`config.mk`:
```
export PLATFORM = sky130hd
export DESIGN_NAME = spi_boot_reader
export DESIGN_NICKNAME = d
export VERILOG_FILES = /design/src/rtl/spi_boot_pkg.sv /design/src/rtl/spi_boot_tick.sv /design/src/rtl/spi_boot_byte.sv /design/src/rtl/spi_boot_seq.sv /design/src/rtl/spi_boot_reader.sv
export SDC_FILE = /design/constraint.sdc
export NUM_CORES = 1
export LEC_CHECK = 0
export BUFFER_PORTS_ARGS = -buffer_cell sky130_fd_sc_hd__buf_2
export CORE_MARGIN = 2
export CORE_UTILIZATION = 45
export DETAILED_ROUTE_END_ITERATION = 12
export MAX_ROUTING_LAYER = met4
export PLACE_DENSITY_LB_ADDON = 0.08
export REMOVE_ABC_BUFFERS = 1
export SLEW_MARGIN = 30
export SYNTH_ARGS = -nofsm -noshare
export SYNTH_HDL_FRONTEND = slang
export SYNTH_SLANG_ARGS = --single-unit
```
`constraint.sdc`:
```
create_clock -name clk -period 2.2 [get_ports clk]
set_input_delay 0.44 -clock clk [delete_from_list [all_inputs] [get_ports clk]]
set_output_delay 0.44 -clock clk [all_outputs]
set_load 0.02 [all_outputs]
```
`src/rtl/spi_boot_pkg.sv`:
```
package spi_boot_pkg;
  typedef enum logic [2:0] {
    ST_IDLE,
    ST_CMD,
    ST_HDR,
    ST_STREAM,
    ST_FAIL
  } seq_st_t;

  localparam logic [7:0] RD_OPCODE  = 8'h03;
  localparam logic [7:0] KEY_FIRST  = 8'hAA;
  localparam logic [7:0] KEY_SECOND = 8'h08;
  localparam int         IDX_W      = 5;
  localparam logic [IDX_W-1:0] CMD_LAST   = 5'd2;
  localparam logic [IDX_W-1:0] IDX_KEY0   = 5'd0;
  localparam logic [IDX_W-1:0] IDX_KEY1   = 5'd1;
  localparam logic [IDX_W-1:0] IDX_PRESC  = 5'd2;
  localparam logic [IDX_W-1:0] IDX_DIV    = 5'd3;
  localparam logic [IDX_W-1:0] IDX_EP_B2  = 5'd18;
  localparam logic [IDX_W-1:0] IDX_EP_B3  = 5'd19;
  localparam logic [IDX_W-1:0] IDX_EP_B0  = 5'd20;
  localparam logic [IDX_W-1:0] IDX_EP_B1  = 5'd21;
endpackage

```
`src/rtl/spi_boot_tick.sv`:
```
module spi_boot_tick #(
  parameter int CW = 9
) (
  input  logic          clk,
  input  logic          rst_n,
  input  logic          run,
  input  logic [CW-1:0] limit,
  output logic          tick
);
  logic [CW-1:0] cnt_q, cnt_d;

  always_comb begin
    tick  = run && (cnt_q == limit);
    cnt_d = cnt_q;
    if (!run || tick) cnt_d = '0;
    else              cnt_d = cnt_q + 1'b1;
  end

  always_ff @(posedge clk or negedge rst_n) begin
    if (!rst_n) cnt_q <= '0;
    else        cnt_q <= cnt_d;
  end
endmodule

```
`src/rtl/spi_boot_byte.sv`:
```
module spi_boot_byte #(
  parameter int DIV_W = 8
) (
  input  logic             clk,
  input  logic             rst_n,
  input  logic             go,
  input  logic [7:0]       tx,
  input  logic [DIV_W-1:0] div,
  input  logic             miso,
  output logic             sck,
  output logic             mosi,
  output logic [7:0]       rx,
  output logic             done,
  output logic             busy
);
  localparam int HALF_W = DIV_W + 1;

  logic             busy_q, busy_d;
  logic [DIV_W-1:0] div_q, div_d;
  logic [7:0]       sh_q, sh_d;
  logic [7:0]       rx_q, rx_d;
  logic [3:0]       ph_q, ph_d;
  logic             sck_q, sck_d;
  logic             done_q, done_d;
  logic             tick;

  spi_boot_tick #(.CW(HALF_W)) u_tick (
    .clk   (clk),
    .rst_n (rst_n),
    .run   (busy_q),
    .limit ({div_q, 1'b1}),
    .tick  (tick)
  );

  always_comb begin
    busy_d = busy_q;
    div_d  = div_q;
    sh_d   = sh_q;
    rx_d   = rx_q;
    ph_d   = ph_q;
    sck_d  = sck_q;
    done_d = 1'b0;
    if (!busy_q) begin
      if (go) begin
        busy_d = 1'b1;
        div_d  = div;
        sh_d   = tx;
        ph_d   = '0;
        sck_d  = 1'b0;
      end
    end else if (tick) begin
      ph_d = ph_q + 1'b1;
      if (!ph_q[0]) begin
        sck_d = 1'b1;
        rx_d  = {rx_q[6:0], miso};
      end else begin
        sck_d = 1'b0;
        sh_d  = {sh_q[6:0], 1'b0};
        if (ph_q == 4'd15) begin
          busy_d = 1'b0;
          done_d = 1'b1;
        end
      end
    end
  end

  always_ff @(posedge clk or negedge rst_n) begin
    if (!rst_n) begin
      busy_q <= 1'b0;
      div_q  <= '0;
      sh_q   <= '0;
      rx_q   <= '0;
      ph_q   <= '0;
      sck_q  <= 1'b0;
      done_q <= 1'b0;
    end else begin
      busy_q <= busy_d;
      div_q  <= div_d;
      sh_q   <= sh_d;
      rx_q   <= rx_d;
      ph_q   <= ph_d;
      sck_q  <= sck_d;
      done_q <= done_d;
    end
  end

  assign sck  = sck_q;
  assign mosi = busy_q & sh_q[7];
  assign rx   = rx_q;
  assign done = done_q;
  assign busy = busy_q;
endmodule

```
`src/rtl/spi_boot_seq.sv`:
```
module spi_boot_seq
  import spi_boot_pkg::*;
#(
  parameter int             DIV_W     = 8,
  parameter logic [DIV_W-1:0] SLOW_DIV  = 8'h7F,
  parameter logic [7:0]     PRESC_DEF = 8'd2
) (
  input  logic             clk,
  input  logic             rst_n,
  input  logic             start_i,
  input  logic             stop_i,
  input  logic             done,
  input  logic             busy,
  input  logic [7:0]       rx,
  output logic             go,
  output logic [7:0]       tx,
  output logic [DIV_W-1:0] div,
  output logic             cs_n,
  output logic [7:0]       presc,
  output logic [31:0]      entry_addr,
  output logic             entry_valid,
  output logic             key_fail,
  output logic             byte_valid,
  output logic [7:0]       byte_data
);
  seq_st_t          st_q, st_d;
  logic [IDX_W-1:0] idx_q, idx_d;
  logic [DIV_W-1:0] div_q, div_d;
  logic [7:0]       presc_q, presc_d;
  logic [31:0]      ep_q, ep_d;
  logic             epv_q, epv_d;
  logic             fail_q, fail_d;
  logic             bv_q, bv_d;
  logic [7:0]       bd_q, bd_d;
  logic             stop_q, stop_d;
  logic             cs_n_q, cs_n_d;
  logic             active;

  assign active = (st_q == ST_CMD) || (st_q == ST_HDR) || (st_q == ST_STREAM);
  assign go     = active && !busy && !done && !((st_q == ST_STREAM) && stop_q);
  assign tx     = ((st_q == ST_CMD) && (idx_q == '0)) ? RD_OPCODE : 8'h00;

  always_comb begin
    st_d    = st_q;
    idx_d   = idx_q;
    div_d   = div_q;
    presc_d = presc_q;
    ep_d    = ep_q;
    epv_d   = epv_q;
    fail_d  = fail_q;
    bv_d    = 1'b0;
    bd_d    = bd_q;
    stop_d  = stop_q | stop_i;
    case (st_q)
      ST_IDLE, ST_FAIL: begin
        if (start_i) begin
          st_d    = ST_CMD;
          idx_d   = '0;
          div_d   = SLOW_DIV;
          presc_d = PRESC_DEF;
          ep_d    = '0;
          epv_d   = 1'b0;
          fail_d  = 1'b0;
          stop_d  = 1'b0;
        end
      end
      ST_CMD: begin
        if (done) begin
          if (idx_q == CMD_LAST) begin
            st_d  = ST_HDR;
            idx_d = '0;
          end else begin
            idx_d = idx_q + 1'b1;
          end
        end
      end
      ST_HDR: begin
        if (done) begin
          idx_d = idx_q + 1'b1;
          case (idx_q)
            IDX_KEY0: if (rx != KEY_FIRST) begin
              st_d   = ST_FAIL;
              fail_d = 1'b1;
            end
            IDX_KEY1: if (rx != KEY_SECOND) begin
              st_d   = ST_FAIL;
              fail_d = 1'b1;
            end
            IDX_PRESC: if (rx != presc_q) presc_d = rx;
            IDX_DIV:   if (rx != SLOW_DIV) div_d = rx;
            IDX_EP_B2: ep_d[23:16] = rx;
            IDX_EP_B3: ep_d[31:24] = rx;
            IDX_EP_B0: ep_d[7:0]   = rx;
            IDX_EP_B1: begin
              ep_d[15:8] = rx;
              epv_d      = 1'b1;
              st_d       = ST_STREAM;
            end
            default: ;
          endcase
        end
      end
      ST_STREAM: begin
        if (done) begin
          bv_d = 1'b1;
          bd_d = rx;
        end else if (stop_q && !busy) begin
          st_d = ST_IDLE;
        end
      end
      default: st_d = ST_IDLE;
    endcase
    cs_n_d = !((st_d == ST_CMD) || (st_d == ST_HDR) || (st_d == ST_STREAM));
  end

  always_ff @(posedge clk or negedge rst_n) begin
    if (!rst_n) begin
      st_q    <= ST_IDLE;
      idx_q   <= '0;
      div_q   <= SLOW_DIV;
      presc_q <= PRESC_DEF;
      ep_q    <= '0;
      epv_q   <= 1'b0;
      fail_q  <= 1'b0;
      bv_q    <= 1'b0;
      bd_q    <= '0;
      stop_q  <= 1'b0;
      cs_n_q  <= 1'b1;
    end else begin
      st_q    <= st_d;
      idx_q   <= idx_d;
      div_q   <= div_d;
      presc_q <= presc_d;
      ep_q    <= ep_d;
      epv_q   <= epv_d;
      fail_q  <= fail_d;
      bv_q    <= bv_d;
      bd_q    <= bd_d;
      stop_q  <= stop_d;
      cs_n_q  <= cs_n_d;
    end
  end

  assign div         = div_q;
  assign cs_n        = cs_n_q;
  assign presc       = presc_q;
  assign entry_addr  = ep_q;
  assign entry_valid = epv_q;
  assign key_fail    = fail_q;
  assign byte_valid  = bv_q;
  assign byte_data   = bd_q;
endmodule

```
`src/rtl/spi_boot_reader.sv`:
```
module spi_boot_reader #(
  parameter int               DIV_W     = 8,
  parameter logic [DIV_W-1:0] SLOW_DIV  = 8'h7F,
  parameter logic [7:0]       PRESC_DEF = 8'd2
) (
  input  logic        clk,
  input  logic        rst_n,
  input  logic        start_i,
  input  logic        stop_i,
  input  logic        spi_miso_i,
  output logic        spi_sck_o,
  output logic        spi_mosi_o,
  output logic        spi_cs_n_o,
  output logic [7:0]  presc_o,
  output logic        entry_valid_o,
  output logic [31:0] entry_addr_o,
  output logic        key_fail_o,
  output logic        byte_valid_o,
  output logic [7:0]  byte_data_o
);
  logic             go, done, busy;
  logic [7:0]       tx, rx;
  logic [DIV_W-1:0] div;

  spi_boot_byte #(.DIV_W(DIV_W)) u_byte (
    .clk   (clk),
    .rst_n (rst_n),
    .go    (go),
    .tx    (tx),
    .div   (div),
    .miso  (spi_miso_i),
    .sck   (spi_sck_o),
    .mosi  (spi_mosi_o),
    .rx    (rx),
    .done  (done),
    .busy  (busy)
  );

  spi_boot_seq #(
    .DIV_W     (DIV_W),
    .SLOW_DIV  (SLOW_DIV),
    .PRESC_DEF (PRESC_DEF)
  ) u_seq (
    .clk         (clk),
    .rst_n       (rst_n),
    .start_i     (start_i),
    .stop_i      (stop_i),
    .done        (done),
    .busy        (busy),
    .rx          (rx),
    .go          (go),
    .tx          (tx),
    .div         (div),
    .cs_n        (spi_cs_n_o),
    .presc       (presc_o),
    .entry_addr  (entry_addr_o),
    .entry_valid (entry_valid_o),
    .key_fail    (key_fail_o),
    .byte_valid  (byte_valid_o),
    .byte_data   (byte_data_o)
  );
endmodule

```
=== Yosys cells after proc, flatten, opt, wreduce, memory -nomap -nowiden ===
Cells that the tools add are included.

* Register bits: 109
* Bits of input ports: 5
* Word-level logic and storage cells: 167
* Output and inout bits: 54

* Mux-type cells: 67
* Add/subtract/negate cells: 3
* Reductions and logical operators: 35
* Equal/unequal tests: 36
* Bitwise logic cells: 4

{| class="wikitable"
|+ Operators with widths
! operator !! number
|-
| $mux 8 || 16
|-
| $mux 32 || 2
|-
| $pmux 32 s2 || 1
|-
| $pmux 8 s2 || 2
|-
| $ne 2x2->1 const B || 13
|-
| $mux 3 || 8
|-
| $mux 1 || 23
|-
| $eq 5x5->1 const B || 4
|-
| $mux 5 || 4
|-
| $reduce_and 4->1 || 5
|-
| $pmux 5 s3 || 1
|-
| $eq 3x2->1 const B || 4
|-
| $mux 4 || 3
|-
| $pmux 3 s4 || 1
|-
| $eq 5x2->1 const B || 2
|-
| $reduce_and 5->1 || 2
|-
| $add 9x1->9 const B || 1
|-
| $eq 9x9->1 || 1
|-
| $mux 9 || 1
|-
| $ne 3x3->1 const B || 3
|-
| $pmux 3 s3 || 1
|-
| $ne 8x4->1 const B || 1
|-
| $ne 8x7->1 const B || 1
|-
| $ne 8x8->1 || 1
|-
| other kinds (23) || 44
|}

=== Logic depth before layout (Yosys ltp) ===
Gate-level depths: netlist of the first run.

* Depth in word-level cells: 9
* Depth in mapped cells: 8

=== By module ===
Synthesis of the first run repeated with hierarchy kept, for this count alone.

* Cell total of the unflattened synthesis: 468
* Area total of the unflattened synthesis: 5108.6 um^2

{| class="wikitable"
|+ Modules (own cells, without submodules)
! module !! seq. area each (um^2) !! cells an instance !! area an instance (um^2) !! instances
|-
| spi_boot_seq || 1737.9 || 307 || 3273.1 || 1
|-
| spi_boot_byte || 750.7 || 109 || 1318.8 || 1
|-
| spi_boot_tick || 225.2 || 52 || 516.7 || 1
|}

=== Least setup slack after synthesis of the first run ===
No wires, ideal clock.

* Kind: register -> register
* Start point: register u_seq.st_q[1]
* End point: register u_seq.ep_q[0], in the netlist u_seq.entry_addr[0]
* Library setup time: 125 ps
* Period minus slack after synthesis: 1705 ps
* Cell stages (with the launch flop): 7
* Data required time: 2075 ps
* Path slack: 495 ps
* Arrival time: 1580 ps
* Cell sequence: dfrtp_1 -> buf_4 -> and2b_4 -> and2b_1 -> buf_2 -> a21oi_4 -> mux2_2

* Word-level cells in the longest chain between the ends: 4
* Elaborated cells between the ends (all ways): 10
* Classes of those cells: eq/ne (5); mux (1); reduce/logical (4)

{| class="wikitable"
|+ Ends and longest elaborated chain
! item !! RTL line !! RTL
|-
| start: declaration || spi_boot_seq.sv:26 || <nowiki>seq_st_t st_q, st_d;</nowiki>
|-
| start signal: assignment || spi_boot_seq.sv:130 || <nowiki>st_q <= st_d;</nowiki>
|-
| $eq 3x3->1 / $logic_not 3->1 (equally long branches) || spi_boot_seq.sv:54 || <nowiki>case (st_q)</nowiki>
|-
| $reduce_or 2->1 || spi_boot_seq.sv:54 ||
|-
| $ne 2x2->1 (no line) / $reduce_bool 2->1 (equally long branches) || - ||
|-
| $reduce_and 4->1 (no line) || - ||
|-
| end signal: assignment || spi_boot_seq.sv:134 || <nowiki>ep_q <= ep_d;</nowiki>
|-
| end: declaration || spi_boot_seq.sv:30 || <nowiki>logic [31:0] ep_q, ep_d;</nowiki>
|}

Several ways; a longest one is shown, not always the timed one.
A chain may end at the register's enable or synchronous reset.

=== Worst setup path in the final report of the first run ===
* Start point: register u_seq.st_q[1]
* End point: register u_seq.ep_q[11], in the netlist u_seq.entry_addr[11]

The elaborated chain is that of the path after synthesis.

==> results of run 1 <==
## through the flow
stage | utilization | std cells | hold slack (ns) | power (W)
CTS | 0.534 | 689 | 0.0201 | 0.00523
global route | 0.534 | 689 | 0.0312 | 0.00545
global placement | 0.504 | 673 | 0.408 | 0.00341
detailed placement | 0.504 | 673 | 0.416 | 0.00344
finish | 0.534 | 689 | 0.0227 | 0.00518
floorplan | - | 465 | 0.144 | 0.00311
## area by class of cell
type / instances / area, µm²
Clock inverter: 5 / 85.1
Fill cell: 994 / 5100
Multi-Input combinational cell: 345 / 2180
Clock buffer: 11 / 243
Tap cell: 140 / 175
Inverter: 12 / 45.0
Sequential cell: 108 / 2710
Timing Repair Buffer: 68 / 393
## final timing paths
kind | slack [ns] | startpoint | to
hold / removal | 0.02 | rst_n | u_seq.byte_data[0]$_DFFE_PN0P_
setup reg to reg | 0.34 | u_seq.st_q[1]$_DFF_PN0_ | u_seq.entry_addr[11]$_DFFE_PN0P_
max in group asynchronous | 1.56 | rst_n | u_seq.div[1]$_DFFE_PN1P_
min in group clk | 0.32 | stop_i | u_seq.stop_q$_DFF_PN0_
setup / recovery | 0.34 | u_seq.st_q[1]$_DFF_PN0_ | u_seq.entry_addr[11]$_DFFE_PN0P_
hold reg to reg | 0.48 | u_seq.byte_data[1]$_DFFE_PN0P_ | u_seq.byte_data[1]$_DFFE_PN0P_
## state kept, by name (all words and copies together) (netlist names), 3 cells and up
register / flops
u_seq.entry_addr: 32
u_byte.u_tick.cnt_q: 9
u_byte.div_q: 8
u_byte.rx: 8
u_byte.sh_q: 8
u_seq.byte_data: 8
u_seq.div: 8
u_seq.presc: 8
u_seq.idx_q: 5
u_byte.ph_q: 4
u_seq.st_q: 3
## Yosys cell counts, drive strengths merged (3+ instances only)
master    n
dfrtp    99
nand2    67
o21ai    41
nand3    39
nor2     32
mux2     25
buf      18
and2     13
xnor2    12
nor3     11
xor2     11
clkbuf   10
inv      10
nand4    10
a21oi     9
dfstp     9
nor2b     9
a31oi     8
ha        6
nand2b    6
o2bb2ai   6
o211ai    5
and3      4
a22o      3
or3       3
## worst register-to-register path, stage by stage (launching register included)
cell      delay, ns
dfrtp_1        0.53
nand3b_1       0.16
a21o_1         0.33
a21oi_4        0.34
mux2_2         0.37
## layout by cell type (no fill, tap or decap), types with 10 or more instances in the layout
master and instances:
buf_2 57, nand2_1 67, o21ai_0 40, mux2_2 25, inv_1 10, nor2_1 30, xor2_1 11, dfrtp_1 99
and2_1 13, nand3_1 39, xnor2_1 12
## report_power, final
group,switching (W),internal [W]
sequential,0.000294,0.00220
combinational,0.000517,0.000387
clock,0.000745,0.00104
total,0.00156,0.00362
## metal layers
metal | global-route usage | part of all wire | vias up
met2 | 0.337 | 0.48 | 60
met5 | - | 0 | -
met3 | 0.0547 | 0.036 | 11
met4 | 0.0643 | 0.011 | 0
met1 | 0.274 | 0.47 | 1863
li1 | - | - | 1816
## cells by family after synthesis
kind of cell               Yosys count
AOI/OAI and AO/OA                   85
xor gates and xnor gates            23
adders and majority gates            6
buffers and inverters               40
DFF                                108
muxes                               27
and+or+nand+nor                    204
==> impl_metrics.toml, run 1 <==
[grt]
grt_pass1_vias = 3710
grt_pass1_wl_um = 19000
antenna_found_initial = 0
grt_max_degree = 43
grt_overflow_total = 0
grtUsageTotal = 0.214

[timing]
finalHoldViolCount = 0
period_share = 0.844
slew_viol_final = 0
setup_slack_ns = 0.343
finClkSkew_ns = 0.0147
rsz0062_at_grt = "false"
clock.fmax_mhz = 538
worst_pin_slew_ns = 0.591
setup_viol = 0
slew_headroom = 0.605
min_period_ns = 1.86
finalSetupTns_ns = 0

[yosys]
synthDistinctLibCells = 59
synth_area_leaders = "dfrtp_1 (49%), mux2_2 (5.5%), nand2_1 (5.0%)"
synthSimpleGateAreaFrac = 0.205
syn_area_mm2 = 0.00508
ys_ff_latch = 108
ys_async_sr_fraction = 1.00
syn_area_per_cell_um2 = 10.3
synth_edf_count = 0
synth_top_family_by_area = "simple AND/OR/NAND/NOR gates"
synth_compound_area_frac = 0.111
synth_area_leader_cell = "dfrtp_1"
synth_xor_xnor_area_share = 0.0397
yosys.area.top_type_share = 0.488
synth_ff_type = "dfrtp_1"
ys_warn_count = 0
muxShareOfSynthArea = 0.0594
synthAdderAreaFrac = 0.0148
syn_inst = 493
yosysSeqAreaShare = 0.534

[drt]
viasPerCell = 5.44
drcViolationCount = 0
drt-wirelength-per-cell_um = 16.6
ant_nets = 0
routed_wl_um = 11500
num_vias = 3750
firstDrtPassIters = 6
drt_iter0_drc = 222

[cts]
cts-htree-levels = 3
cts_buffers = 9
cts.sinks = 108
hold_buffers = 0
cts_resized = 0
post-cts-setup-buffers = 0
clk_pin_slew_worst_paths_ns = 0.07
clk_latency_ns = 0.36
clockBufferDepth = 2
root_buffer = "clkbuf_16"
tritoncts = "yes"

[status]
outcome = "finished clean"

[critical_path]
cp-end-kind = "flip-flop"
rr_worst_depth = 4
slowest_stage = "dfrtp_1"
worstPathArrival_ns = 2.10
worst_path_dominant_cell_family = "compound AO/OA/AOI/OAI gates"
cp_slowest_stage_delay_ns = 0.53
crit_type = "flip-flop to flip-flop"
critPathRequiredTime_ns = 2.44
critPathBufInv = 0
cp_max_fo = 10
crit_chain = "nand3b_1 > a21o_1 > a21oi_4 > mux2_2"
startpoint_type = "flip-flop"
critical_path_depth = 4

[die]
initial_utilization = 0.465
dieWidth_um = 110
core_mm2 = 0.0109
rows = 38
design.die.area_mm2 = 0.0122
io_pins = 59
die_h_um = 110

[placed_design]
pre_cts_slack_ns = 0.362
place_area_mm2 = 0.00551
dp_hpwl_um = 8170
gp_congestion = 0.817
numPortBuffers = 58

[pwr]
power_density_mw_per_mm2 = 887
vdd.ir_drop.worst_uv = 682
p_leak_nw = 2.78

[final_layout]
diodes = 0
layout.nets = 555
stdcell_area_mm2 = 0.00584
syn2layout_area_growth_pct = 14.9
drive_gt1_frac = 0.244

[flow_run]
max_cap_viol_count = 0

[hold_path]
min_path_type = "input pin to asynchronous set/reset pin"
(Power assumes the default switching activity.)
==> run 2, diff against run 1 <==
==> constraint.sdc (replaced) <==
create_clock -name clk -period 1.6 [get_ports clk]
set_input_delay 0.32 -clock clk [delete_from_list [all_inputs] [get_ports clk]]
set_output_delay 0.32 -clock clk [all_outputs]
set_load 0.02 [all_outputs]
==> impl_metrics.toml, run 2 (same netlist as run 1, synthesis figures left out) <==
[status]
outcome = "complete, but fails checks"
violations = "setup timing"

[critical_path]
worst_path_dominant_cell_family = "simple AND/OR/NAND/NOR gates"
cp_slowest_stage_delay_ns = 0.41
worstPathArrival_ns = 1.98
cp-end-kind = "flip-flop"
crit_chain = "xor2_2 > nor3_4 > nand4_4 > nor2_4 > buf_12 > mux2_4"
startpoint_type = "flip-flop"
crit_type = "flip-flop to flip-flop"
critPathRequiredTime_ns = 1.84
cp_max_fo = 8
critPathBufInv = 1
slowest_stage = "dfrtp_1"

[timing]
slew_headroom = 0.719
finClkSkew_ns = 0.0111
min_period_ns = 1.74
period_share = 1.09
hold_slack_ns = 0.203
rsz0062_at_grt = "true"
setup_slack_ns = -0.143
finalHoldViolCount = 0
setup_viol = 50
clock.fmax_mhz = 574
worst_pin_slew_ns = 0.422
finalSetupTns_ns = -3.85
slew_viol_final = 0

[grt]
grt_max_degree = 34
antenna_found_initial = 0
grt_overflow_total = 0
grt_use_met3 = 0.0576
grt_pass1_wl_um = 20800
grt_pass1_vias = 4195
grt_util_met1 = 0.276
busiest_layer = "met2"
use_met2 = 0.392
grtUsageTotal = 0.231

[drt]
viasPerCell = 5.30
num_vias = 4145
drt_iter0_drc = 172
firstDrtPassIters = 4
routed_wl_um = 13300
drcViolationCount = 0
ant_nets = 0
drt-wirelength-per-cell_um = 17.0

[cts]
cts.sinks = 108
clockBufferDepth = 2
cts-htree-levels = 3
cts_buffers = 9
clk_latency_ns = 0.36
clk_pin_slew_worst_paths_ns = 0.07
tritoncts = "yes"
root_buffer = "clkbuf_16"

[placed_design]
gp_congestion = 0.837
numPortBuffers = 58
dp_hpwl_um = 8840

[flow_run]
max_cap_viol_count = 0

[pwr]
power.total_w = 0.00774
vdd.ir_drop.worst_uv = 815
power_density_mw_per_mm2 = 1060
p_leak_nw = 3.33

[die]
rows = 38
die_h_um = 110
initial_utilization = 0.465
core_mm2 = 0.0109
dieWidth_um = 110
io_pins = 59
design.die.area_mm2 = 0.0122

[final_layout]
syn2layout_area_growth_pct = 43.3
layout.nets = 648
largest_reg_flops = 32
layout_commonest_cell = "dfrtp_1"
drive_gt1_frac = 0.492
most-common-layout-cells = "dfrtp_1 (95), buf_4 (77), nand2_1 (65), buf_2 (56), nand3_2 (26)"
diodes = 0

[hold_path]
min_path_type = "input pin to flip-flop"
-- run 2: cell count changes in the layout (fill, tap and decap cells not counted), moves of 11 or more --
| cell | before | now |
|---|---|---|
| o21ai_1 | 1 | 20 |
| buf_4 | 9 | 77 |
| buf_6 | 0 | 16 |
| mux2_2 | 25 | 0 |
| mux2_4 | 0 | 25 |
| o21ai_2 | 0 | 11 |
| nand3_2 | 0 | 26 |
| o21ai_0 | 40 | 9 |
| nand3_1 | 39 | 13 |
-- run 2: final timing paths --
path                                                startpoint                                to  slack [ns]  cells past startpoint
min in group asynchronous                                rst_n  u_seq.entry_addr[15]$_DFFE_PN0P_        0.47                      2
worst max register to register     u_byte.div_q[2]$_DFFE_PN0P_          u_byte.rx[4]$_DFFE_PN0P_       -0.14                      6
worst max-delay path               u_byte.div_q[2]$_DFFE_PN0P_          u_byte.rx[4]$_DFFE_PN0P_       -0.14                      6
worst min-delay path                                spi_miso_i          u_byte.rx[0]$_DFFE_PN0P_        0.20                      2
worst min register to register  u_seq.byte_data[5]$_DFFE_PN0P_    u_seq.byte_data[5]$_DFFE_PN0P_        0.48                      2
max in group asynchronous                                rst_n              u_seq.cs_n$_DFF_PN1_        0.60                      3
-- run 2: power by group --
part / switching, W / internal [W]
Sequential: 0.000275 / 0.00303
Clock: 0.00103 / 0.00112
Combinational: 0.00116 / 0.00113
-- run 2: worst register-to-register path, stage by stage, from the launching register on --
cell and delay (ns):
dfrtp_1 0.41, xor2_2 0.20, nor3_4 0.26, nand4_4 0.18, nor2_4 0.14, buf_12 0.15, mux2_4 0.31
-- run 2: layout make-up --
cell class                 count  area, µm²
clock buffer                  12        246
timing repair buffer         161       1270
tap                          140        175
multi-input combinational    345       2790
inverter                      12       45.0
sequential                   108       2720
clock inverter                 4       32.5
fill                         850       3660
-- run 2: what timing repair did --
item,4_1_cts,5_1_grt
hold buffers,1,0
gates cloned,2,2
setup endpoints to repair,79,86
gates resized for setup,85,102
hold endpoints to repair,20,0
buffers inserted,13,11
pin swaps,44,36
-- run 2: per-stage QoR --
stage / setup WS [ns] / instance area, µm² / util / std cells
finish: -0.143 / 7280 / 0.666 / 782
detailed placement: -0.226 / 6080 / 0.556 / 740
CTS: -0.146 / 6800 / 0.622 / 772
floorplan: -0.146 / 4940 / - / 465
global placement: -0.180 / 6080 / 0.556 / 740
global route: -0.221 / 7280 / 0.666 / 782
-- run 2: routing by layer --
metal,routed length (µm),up-vias
li1,-,2000
met1,5690,2060
met2,6950,68
met3,455,17
met4,188,0
met5,0,-
==> run 3, diff against run 2 <==
--- a/config.mk
+++ b/config.mk
@@ -10,7 +10,7 @@
 export CORE_UTILIZATION = 45
 export DETAILED_ROUTE_END_ITERATION = 12
 export MAX_ROUTING_LAYER = met4
-export PLACE_DENSITY_LB_ADDON = 0.08
+export PLACE_DENSITY = 0.67
 export REMOVE_ABC_BUFFERS = 1
 export SLEW_MARGIN = 30
 export SYNTH_ARGS = -nofsm -noshare
==> impl_metrics.toml, run 3 (same netlist as run 1, synthesis figures left out) <==
[die]
dieWidth_um = 110
core_mm2 = 0.0109
die_h_um = 110
design.die.area_mm2 = 0.0122
initial_utilization = 0.465
io_pins = 59
rows = 38

[cts]
cts.sinks = 108
clk_latency_ns = 0.35
clockBufferDepth = 2
root_buffer = "clkbuf_16"
cts_buffers = 9
tritoncts = "yes"
cts-htree-levels = 3
clk_pin_slew_worst_paths_ns = 0.07

[status]
outcome = "complete, but fails checks"
violations = "setup timing"

[pwr]
power_density_mw_per_mm2 = 1100
power.total_w = 0.00794
vdd.ir_drop.worst_uv = 873
p_leak_nw = 3.34

[drt]
viasPerCell = 5.43
num_vias = 4238
drt_iter0_drc = 260
routed_wl_um = 13600
drt-wirelength-per-cell_um = 17.5
drcViolationCount = 0
ant_nets = 0
firstDrtPassIters = 4

[critical_path]
critPathRequiredTime_ns = 1.83
worstPathArrival_ns = 1.90
worst_path_dominant_cell_family = "simple AND/OR/NAND/NOR gates"
crit_type = "flip-flop to flip-flop"
worstReg2RegStart = "u_seq.st_q[2]$_DFF_PN0_"
critical_path_depth = 7
startpoint_type = "flip-flop"
cp_slowest_stage_delay_ns = 0.41
cp-end-kind = "flip-flop"
critPathBufInv = 2
crit_start = "u_seq.st_q[2]$_DFF_PN0_"
slowest_stage = "dfrtp_1"
rr_worst_depth = 7
cp_max_fo = 16
crit_chain = "nand3b_1 > a21oi_4 > buf_4 > nand4_1 > buf_6 > nand3_1 > o21ai_0"

[grt]
use_met2 = 0.385
busiest_layer = "met2"
grt_overflow_total = 0
antenna_found_initial = 0
grt_max_degree = 34
grt_use_met3 = 0.0553
grt_util_met1 = 0.299
grt_pass1_wl_um = 21300
grtUsageTotal = 0.236
grt_pass1_vias = 4216

[timing]
min_period_ns = 1.66
period_share = 1.04
finalSetupTns_ns = -1.61
clock.fmax_mhz = 602
rsz0062_at_grt = "true"
setup_slack_ns = -0.0612
slew_viol_final = 0
finClkSkew_ns = 0.0127
slew_headroom = 0.720
worst_pin_slew_ns = 0.419
setup_viol = 41
finalHoldViolCount = 0
hold_slack_ns = 0.212

[placed_design]
gp_congestion = 0.841
numPortBuffers = 58
dp_hpwl_um = 8790
pre_cts_slack_ns = -0.153

[final_layout]
largest_reg_flops = 32
syn2layout_area_growth_pct = 41.6
drive_gt1_frac = 0.470
most-common-layout-cells = "dfrtp_1 (93), buf_4 (72), nand2_1 (66), buf_2 (57), mux2_4 (25)"
layout.nets = 646
layout_commonest_cell = "dfrtp_1"
diodes = 0
post-route-util = 0.658

[hold_path]
hp-start = "spi_miso_i"
holdPathStages = 2
min_path_type = "input pin to flip-flop"

[flow_run]
max_cap_viol_count = 0
-- run 3: changes by cell type in the layout (fill, tap and decap cells not counted), sizes merged --
cell      previous run  this run
clkbuf              13        12
buf                159       157
clkinv               3         5
bufinv               0         1
clkinvlp             1         0
inv                 12        11
-- run 3: timing repair --
item                       4_1_cts  5_1_grt
hold endpoints to repair        24        0
pin swaps                       41       29
setup buffers                    3       26
gates resized for setup         64      110
hold buffers                     1        0
setup endpoints to repair       70       85
cloned                           0        2
-- run 3: cell type report --
class | count | area [µm²]
clock buffers | 11 | 253
clock inverters | 5 | 67.6
fillers | 834 | 3740
inverters | 12 | 45.0
multi-input cells | 345 | 2680
flip-flops and latches | 108 | 2720
well taps | 140 | 175
repair buffers | 159 | 1250
-- run 3: stage by stage --
| step | instance area [µm²] | instances |
|---|---|---|
| finish | 7190 | 780 |
| global route | 7190 | 780 |
| CTS | 6630 | 753 |
| detailed placement | 6020 | 734 |
| global placement | 6020 | 734 |
| floorplan | 4940 | 465 |
-- run 3: power by group --
| group | leakage (nW) | total (W) | internal (W) | switching [W] |
|---|---|---|---|---|
| sequential | 1.39 | 0.00330 | 0.00303 | 0.000271 |
| combinational | 1.79 | 0.00228 | 0.00113 | 0.00115 |
| clock | 0.158 | 0.00235 | 0.00132 | 0.00104 |
-- run 3: metal layers --
| metal | share of wire | up-vias |
|---|---|---|
| li1 | - | 1989 |
| met1 | 0.43 | 2132 |
| met2 | 0.51 | 104 |
| met3 | 0.044 | 13 |
| met4 | 0.012 | 0 |
| met5 | 0 | - |
-- run 3: worst paths after layout --
| path | to | slack, ns |
|---|---|---|
| max reg2reg | u_seq.entry_addr[20]$_DFFE_PN0P_ | -0.06 |
| min | u_byte.rx[0]$_DFFE_PN0P_ | 0.21 |
| min reg2reg | u_seq.byte_data[5]$_DFFE_PN0P_ | 0.47 |
| max in group asynchronous | u_seq.div[1]$_DFFE_PN1P_ | 0.57 |
| max | u_seq.entry_addr[20]$_DFFE_PN0P_ | -0.06 |
| min in group asynchronous | u_seq.byte_data[3]$_DFFE_PN0P_ | 0.45 |
